[src/rtl/uop_cracker_pkg.sv]
package uop_cracker_pkg;

  // instruction kind codes seen on in_kind
  localparam logic [2:0] KIND_LDM  = 3'd0;
  localparam logic [2:0] KIND_STM  = 3'd1;
  localparam logic [2:0] KIND_LDU  = 3'd2;
  localparam logic [2:0] KIND_STR  = 3'd3;
  localparam logic [2:0] KIND_MOVD = 3'd4;

  typedef enum logic [2:0] {
    OP_LOAD   = 3'd0,
    OP_STORE  = 3'd1,
    OP_MOVE   = 3'd2,
    OP_ADDR   = 3'd3,
    OP_BASEWB = 3'd4
  } uop_op_e;

  // legal run lengths: 1..short_max plus one extra wide length
  function automatic logic run_len_ok(input int unsigned n,
                                      input int unsigned short_max,
                                      input int unsigned wide_len);
    return ((n >= 1) && (n <= short_max)) || (n == wide_len);
  endfunction

endpackage

[src/rtl/uop_cracker_admit.sv]
module uop_cracker_admit
  import uop_cracker_pkg::*;
#(
  parameter int CNT_W    = 4,
  parameter int MAX_RUN  = 8,
  parameter int WIDE_RUN = 12,
  localparam int IW      = CNT_W + 1
) (
  input  logic [2:0]       kind,
  input  logic [CNT_W-1:0] count,
  input  logic             upd,
  output logic             legal,
  output logic [CNT_W-1:0] n_data,
  output logic [IW-1:0]    n_total
);

  always_comb begin
    legal   = 1'b1;
    n_data  = '0;
    n_total = '0;
    unique case (kind)
      KIND_LDM, KIND_STM: begin
        legal   = run_len_ok(int'(count), MAX_RUN, WIDE_RUN);
        n_data  = count;
        n_total = {1'b0, count} + IW'(upd);
      end
      KIND_LDU: begin
        // one load word, then the base writeback
        n_data  = CNT_W'(1);
        n_total = IW'(2);
      end
      KIND_STR, KIND_MOVD: begin
        n_data  = CNT_W'(2);
        n_total = IW'(2);
      end
      default: legal = 1'b0;
    endcase
  end

endmodule

[src/rtl/uop_cracker_ctrl.sv]
module uop_cracker_ctrl #(
  parameter int REG_W = 5,
  parameter int CNT_W = 4,
  localparam int IW   = CNT_W + 1
) (
  input  logic             clk,
  input  logic             rst_n,
  input  logic             in_valid,
  output logic             in_ready,
  input  logic [2:0]       in_kind,
  input  logic [REG_W-1:0] in_base,
  input  logic [REG_W-1:0] in_rfirst,
  input  logic             legal,
  input  logic [CNT_W-1:0] n_data,
  input  logic [IW-1:0]    n_total,
  output logic [2:0]       kind_q,
  output logic [REG_W-1:0] base_q,
  output logic [REG_W-1:0] rfirst_q,
  output logic [CNT_W-1:0] ndata_q,
  output logic [IW-1:0]    idx_q,
  output logic             is_last,
  output logic             busy_q,
  input  logic             uop_ready,
  output logic             err_q
);

  logic [IW-1:0] total_q;
  logic          take;
  logic          step;

  assign in_ready = !busy_q;
  assign take     = in_valid && !busy_q;
  assign step     = busy_q && uop_ready;
  assign is_last  = (idx_q == total_q - IW'(1));

  always_ff @(posedge clk or negedge rst_n) begin
    if (!rst_n) begin
      busy_q   <= 1'b0;
      err_q    <= 1'b0;
      kind_q   <= '0;
      base_q   <= '0;
      rfirst_q <= '0;
      ndata_q  <= '0;
      total_q  <= '0;
      idx_q    <= '0;
    end else begin
      err_q <= take && !legal;
      if (take && legal) begin
        busy_q   <= 1'b1;
        kind_q   <= in_kind;
        base_q   <= in_base;
        rfirst_q <= in_rfirst;
        ndata_q  <= n_data;
        total_q  <= n_total;
        idx_q    <= '0;
      end else if (step) begin
        if (is_last) begin
          busy_q <= 1'b0;
        end else begin
          idx_q <= idx_q + IW'(1);
        end
      end
    end
  end

endmodule

[src/rtl/uop_cracker_form.sv]
module uop_cracker_form
  import uop_cracker_pkg::*;
#(
  parameter int REG_W      = 5,
  parameter int CNT_W      = 4,
  parameter int OFS_W      = 8,
  parameter int WORD_BYTES = 4,
  localparam int IW        = CNT_W + 1
) (
  input  logic [2:0]       kind,
  input  logic [REG_W-1:0] base,
  input  logic [REG_W-1:0] rfirst,
  input  logic [CNT_W-1:0] ndata,
  input  logic [IW-1:0]    idx,
  output uop_op_e          op,
  output logic [REG_W-1:0] rg,
  output logic [OFS_W-1:0] ofs
  ,output logic            fwd
);

  localparam logic [OFS_W-1:0] STRIDE = OFS_W'(WORD_BYTES);

  logic          in_data;
  logic          last_data;
  logic          is_load;
  logic [IW-1:0] ndata_x;

  assign ndata_x   = {1'b0, ndata};
  assign in_data   = idx < ndata_x;
  assign last_data = idx == ndata_x - IW'(1);
  assign is_load   = (kind == KIND_LDM) || (kind == KIND_LDU);

  always_comb begin
    op  = OP_LOAD;
    rg  = rfirst;
    ofs = '0;
    fwd = 1'b0;
    unique case (kind)
      KIND_STR: begin
        op = (idx == '0) ? OP_ADDR : OP_STORE;
        rg = (idx == '0) ? base : rfirst;
      end
      KIND_MOVD: begin
        op = OP_MOVE;
        rg = {rfirst[REG_W-1:1], idx[0]};
      end
      default: begin
        // run of words, optionally closed by the base writeback
        if (in_data) begin
          op  = is_load ? OP_LOAD : OP_STORE;
          rg  = rfirst + REG_W'(idx);
          ofs = OFS_W'(idx) * STRIDE;
          fwd = is_load && last_data;
        end else begin
          op  = OP_BASEWB;
          rg  = base;
          ofs = OFS_W'(ndata) * STRIDE;
        end
      end
    endcase
  end

endmodule

[src/rtl/uop_cracker.sv]
module uop_cracker
  import uop_cracker_pkg::*;
#(
  parameter int REG_W      = 5,
  parameter int CNT_W      = 4,
  parameter int OFS_W      = 8,
  parameter int WORD_BYTES = 4,
  parameter int MAX_RUN    = 8,
  parameter int WIDE_RUN   = 12
) (
  input  logic             clk,
  input  logic             rst_n,
  input  logic             in_valid,
  output logic             in_ready,
  input  logic [2:0]       in_kind,
  input  logic [REG_W-1:0] in_base,
  input  logic [REG_W-1:0] in_rfirst,
  input  logic [CNT_W-1:0] in_count,
  input  logic             in_upd,
  output logic             uop_valid,
  input  logic             uop_ready,
  output logic [2:0]       uop_op,
  output logic [REG_W-1:0] uop_reg,
  output logic [OFS_W-1:0] uop_ofs,
  output logic             uop_first,
  output logic             uop_last,
  output logic             uop_fwd,
  output logic             err_o
);

  localparam int IW = CNT_W + 1;

  logic             legal;
  logic [CNT_W-1:0] n_data;
  logic [IW-1:0]    n_total;
  logic [2:0]       kind_q;
  logic [REG_W-1:0] base_q;
  logic [REG_W-1:0] rfirst_q;
  logic [CNT_W-1:0] ndata_q;
  logic [IW-1:0]    idx_q;
  logic             is_last;
  logic             busy_q;
  uop_op_e          op_w;

  uop_cracker_admit #(
    .CNT_W(CNT_W), .MAX_RUN(MAX_RUN), .WIDE_RUN(WIDE_RUN)
  ) u_admit (
    .kind(in_kind), .count(in_count), .upd(in_upd),
    .legal(legal), .n_data(n_data), .n_total(n_total)
  );

  uop_cracker_ctrl #(.REG_W(REG_W), .CNT_W(CNT_W)) u_ctrl (
    .clk(clk), .rst_n(rst_n),
    .in_valid(in_valid), .in_ready(in_ready),
    .in_kind(in_kind), .in_base(in_base), .in_rfirst(in_rfirst),
    .legal(legal), .n_data(n_data), .n_total(n_total),
    .kind_q(kind_q), .base_q(base_q), .rfirst_q(rfirst_q),
    .ndata_q(ndata_q), .idx_q(idx_q), .is_last(is_last),
    .busy_q(busy_q), .uop_ready(uop_ready), .err_q(err_o)
  );

  uop_cracker_form #(
    .REG_W(REG_W), .CNT_W(CNT_W), .OFS_W(OFS_W), .WORD_BYTES(WORD_BYTES)
  ) u_form (
    .kind(kind_q), .base(base_q), .rfirst(rfirst_q), .ndata(ndata_q),
    .idx(idx_q), .op(op_w), .rg(uop_reg), .ofs(uop_ofs), .fwd(uop_fwd)
  );

  assign uop_valid = busy_q;
  assign uop_op    = op_w;
  assign uop_first = busy_q && (idx_q == '0);
  assign uop_last  = busy_q && is_last;

endmodule

[config.mk]
export PLATFORM = sky130hd
export DESIGN_NAME = uop_cracker
export DESIGN_NICKNAME = d
export VERILOG_FILES = /design/src/rtl/uop_cracker_pkg.sv /design/src/rtl/uop_cracker_admit.sv /design/src/rtl/uop_cracker_ctrl.sv /design/src/rtl/uop_cracker_form.sv /design/src/rtl/uop_cracker.sv
export SDC_FILE = /design/constraint.sdc
export NUM_CORES = 1
export LEC_CHECK = 0
export BUFFER_PORTS_ARGS = -buffer_cell sky130_fd_sc_hd__buf_2
export CAP_MARGIN = 5
export CELL_PAD_IN_SITES_DETAIL_PLACEMENT = 1
export CELL_PAD_IN_SITES_GLOBAL_PLACEMENT = 1
export CORE_AREA = 2 2 79 81
export CTS_CLUSTER_SIZE = 8
export DETAILED_ROUTE_END_ITERATION = 8
export DIE_AREA = 0 0 81 83
export GPL_ROUTABILITY_DRIVEN = 0
export PLACE_DENSITY = 0.8
export SLEW_MARGIN = 20
export SYNTH_ARGS = -nofsm -noshare
export SYNTH_HDL_FRONTEND = slang
export SYNTH_SLANG_ARGS = --single-unit
[constraint.sdc]
create_clock -name clk -period 2 [get_ports clk]
set_input_delay 0 -clock clk [delete_from_list [all_inputs] [get_ports clk]]
set_output_delay 0 -clock clk [all_outputs]
set_load 0.005 [all_outputs]
==> summary.md <==
| Metric | Value |
|---|---|
| Die footprint | 6720 um2 |
| Relative slew slack | 53.4% |
| CP Data Required Time | 2.00 ns |
| Fillers | 676 |
| Die width | 81 um |
| Gr ovfl total | 0 |
| Critical path endpoint | uop_reg[4] |
| # IOs | 44 |
| Pin count of the biggest net entering global routing | 36 |
| Seq cells post-synth | 29 |
| Hold slack | 0.00399 ns |
| Layout cells sized above 1 | 46.7% |
| Fin crit share | 115% |
| Area fraction of the dominant cell type after synthesis | 33.9% |
| Layout Nets | 336 |
| Routed len/inst | 21.5 um |
| Cells after Synth | 214 |
| Via count | 2007 |
| Min-delay worst type | primary input to register |
| Hold Crit Depth | 2 |
| Worst setup margin | -0.301 ns |
| Port bufs | 39 |
| Post-synth top cells | dfrtp_1, nand2_1, o21ai_0 |
| Fmax | 435 MHz |
| Vias in the first global route | 2111 |
| DR DRC count | 0 |
| Cell variety after synth | 55 |
| Final Non-Filler Cells | 375 |
| Starting Density | 36.8% |
| Global Route Usage Sum | 23.4% |
| CORE AREA | 5820 um2 |
| Initial antenna violation count | 0 |
| Startpoint type of the worst setup path | register |
| Vias per cell | 5.35 |
| RSZ-0062 raised after global routing | yes |
| Row count | 28 |
| Flop2flop setup slack | -0.05 ns |
| Reg2Reg Depth | 8 |
| WP depth | 9 |
| Status | finished, violations left |
| Area leader, netlist | dfrtp_1 |
| H-tree Lvls | 2 |
| YS warnings | 0 |
| Inst Count DP | 336 |
| Worst-case clock buffer depth | 2 |
| Clk Latency, worst-skew pair | 0.29 ns |
| Max_cap viols | 0 |
| Seq/Total Area, Yosys | 33.9% |
| Fin. max-slew vios | 0 |
| Netlist Area Pre-Place | 2140 um2 |
| EDFF count, synth | 0 |
| Worst VDD drop | 0.764 mV |
| Area growth syn-to-layout | 43.0% |
| Critical-path cell list | inv_2, ha_1, nand2b_1, a21oi_4, nor4_4, buf_4, a21o_1, a221o_1, buf_2 |
| Crit Path Category | register to primary output |
| Synth area leaders | dfrtp_1, ha_1, mux2_4 |
| CP max stage delay | 0.41 ns |
| CTS tree | done |
| Chip Height | 83 um |
| Clk slew on worst S/H paths | 0.07 ns |
| Pwr dens | 2040 nW/um2 |
| First drt pass iteration count | 4 |
| Initial DRC Count | 109 |
| Cts bufs inserted | 5 |
| # clock sinks | 29 |
| First-pass GRT wire length | 11.7 mm |
| CP Launch Point | u_ctrl.idx_q[0]$_DFFE_PN0P_ |
| Critical-path maximum fanout | 5 |
| Worst setup EP type | primary output |
| Top-count cell post-synth | dfrtp_1 |
| Final setup fails | 14 |
| Mean cell area of the mapped netlist | 9.99 um2 |
| Total Wirelength | 8.07 mm |
| Min Tclk post-route | 2.30 ns |
| DP HPWL | 4.44 mm |
| Final Hold Viols | 0 |
| Primary FF master, synth | dfrtp_1 |
| Worst r2r dst | u_ctrl.idx_q[0]$_DFFE_PN0P_ |
| Buf/Inv on CP | 3 |
| # diodes | 0 |
| Detail Route Antenna Nets | 0 |
| Ys async rst share | 100% |
| Reg-to-reg startpoint | u_ctrl.total_q[1]$_DFFE_PN0N_ |
| Failing checks | setup timing |
| CTS root buf | clkbuf_8 |
| Crit path DAT | 2.30 ns |
| Worst Skew | 0.00852 ns |
| Worst path slowest cell | dfrtp_1 |
| Worst-margin pin slew | 0.698 ns |
| LEAKAGE | 0.00148 uW |
| Critical path's top delay family | compound AO/OA/AOI/OAI gates |
## power breakdown
part / internal (uW) / switching (uW) / leakage, uW
Combinational: 2290 / 2190 / 0.00107
Sequential: 848 / 347 / 0.000354
Clock: 311 / 246 / 0.0000542
Total: 3440 / 2780 / 0.00148
## state kept, by name (all words and copies together) (netlist names)
signal	cells
u_ctrl.err_q	1
u_ctrl.ndata_q	4
u_ctrl.total_q	5
u_ctrl.busy_q	1
u_ctrl.idx_q	5
u_ctrl.kind_q	3
u_ctrl.rfirst_q	5
u_ctrl.base_q	5
## area by class of cell
cell class / instances / area [um2] / share of cell area (%)
Multi-Input combinational cell: 165 / 1490 / 48.8
Sequential cell: 29 / 732 / 23.9
Inverter: 12 / 45.0 / 1.47
Timing Repair Buffer: 86 / 593 / 19.4
Clock buffer: 7 / 96.3 / 3.15
Clock inverter: 1 / 5.00 / 0.164
Tap cell: 75 / 93.8 / 3.07
## kinds of logic after synthesis
logic type	synth area share [%]
fa+ha+maj	9.13
other cells	0.175
xor+xnor	5.68
simple gates	17.0
mux	13.0
buf+inv	6.14
compound gates	14.9
flops	33.9
## layer usage
| layer | up-vias | GRT usage, % | share of wire (%) |
|---|---|---|---|
| li1 | 919 | - | - |
| met1 | 998 | 29.6 | 41 |
| met2 | 66 | 38.8 | 52 |
| met3 | 24 | 3.70 | 3.9 |
| met4 | 0 | 10.0 | 3.1 |
| met5 | - | 0 | 0 |
## cell usage in the layout (no fill, tap or decap), drive strengths merged, types with 2 or more instances in the layout
| master | count |
|---|---|
| a21oi | 9 |
| nor4 | 3 |
| nor2b | 3 |
| o21ai | 15 |
| dlygate4sd3 | 12 |
| o31ai | 2 |
| nand3 | 4 |
| buf | 74 |
| nor3 | 5 |
| xor2 | 6 |
| nand2b | 2 |
| dfrtp | 29 |
| ha | 14 |
| mux2 | 14 |
| nor2 | 13 |
| conb | 4 |
| a221o | 2 |
| mux2i | 9 |
| clkbuf | 7 |
| a22o | 3 |
| a21o | 7 |
| xnor2 | 7 |
| nand2 | 23 |
| inv | 12 |
## stage by stage
stage          setup WS (ns)  util (%)  setup TNS (ns)  power (uW)  cell area (um2)
6_report              -0.301      52.6           -2.00        6230             3060
5_1_grt               -0.365      52.6           -3.11        6600             3060
4_1_cts               -0.179      49.5          -0.799        5330             2880
3_5_place_dp         -0.0735      42.5          -0.178        4240             2470
3_3_place_gp          0.0582      42.5               0        4120             2470
2_1_floorplan         0.0460         -               0        3120             2150
## what timing repair did
| item | 4_1_cts | 5_1_grt |
|---|---|---|
| endpoints found under the setup margin | 16 | 19 |
| hold endpoints to repair | 40 | 0 |
| hold buffers | 12 | 0 |
| pin swaps | 9 | 12 |
| resized for setup | 27 | 26 |
| buffers inserted | 9 | 10 |
| cloned | 0 | 0 |
## worst min path at each step
stage	startpoint	endpoint	slack (ns)
after floorplan	rst_n	u_ctrl.base_q[0]$_DFFE_PN0N_	-0.30
after global placement	rst_n	u_ctrl.base_q[1]$_DFFE_PN0N_	0.06
after detailed placement	rst_n	u_ctrl.base_q[1]$_DFFE_PN0N_	0.07
after CTS	in_kind[2]	u_ctrl.ndata_q[0]$_DFFE_PN0N_	0.004
after global routing	in_kind[0]	u_ctrl.kind_q[0]$_DFFE_PN0N_	0.01
final	in_kind[2]	u_ctrl.ndata_q[0]$_DFFE_PN0N_	0.004
Power figures use the tool's default switching activity.
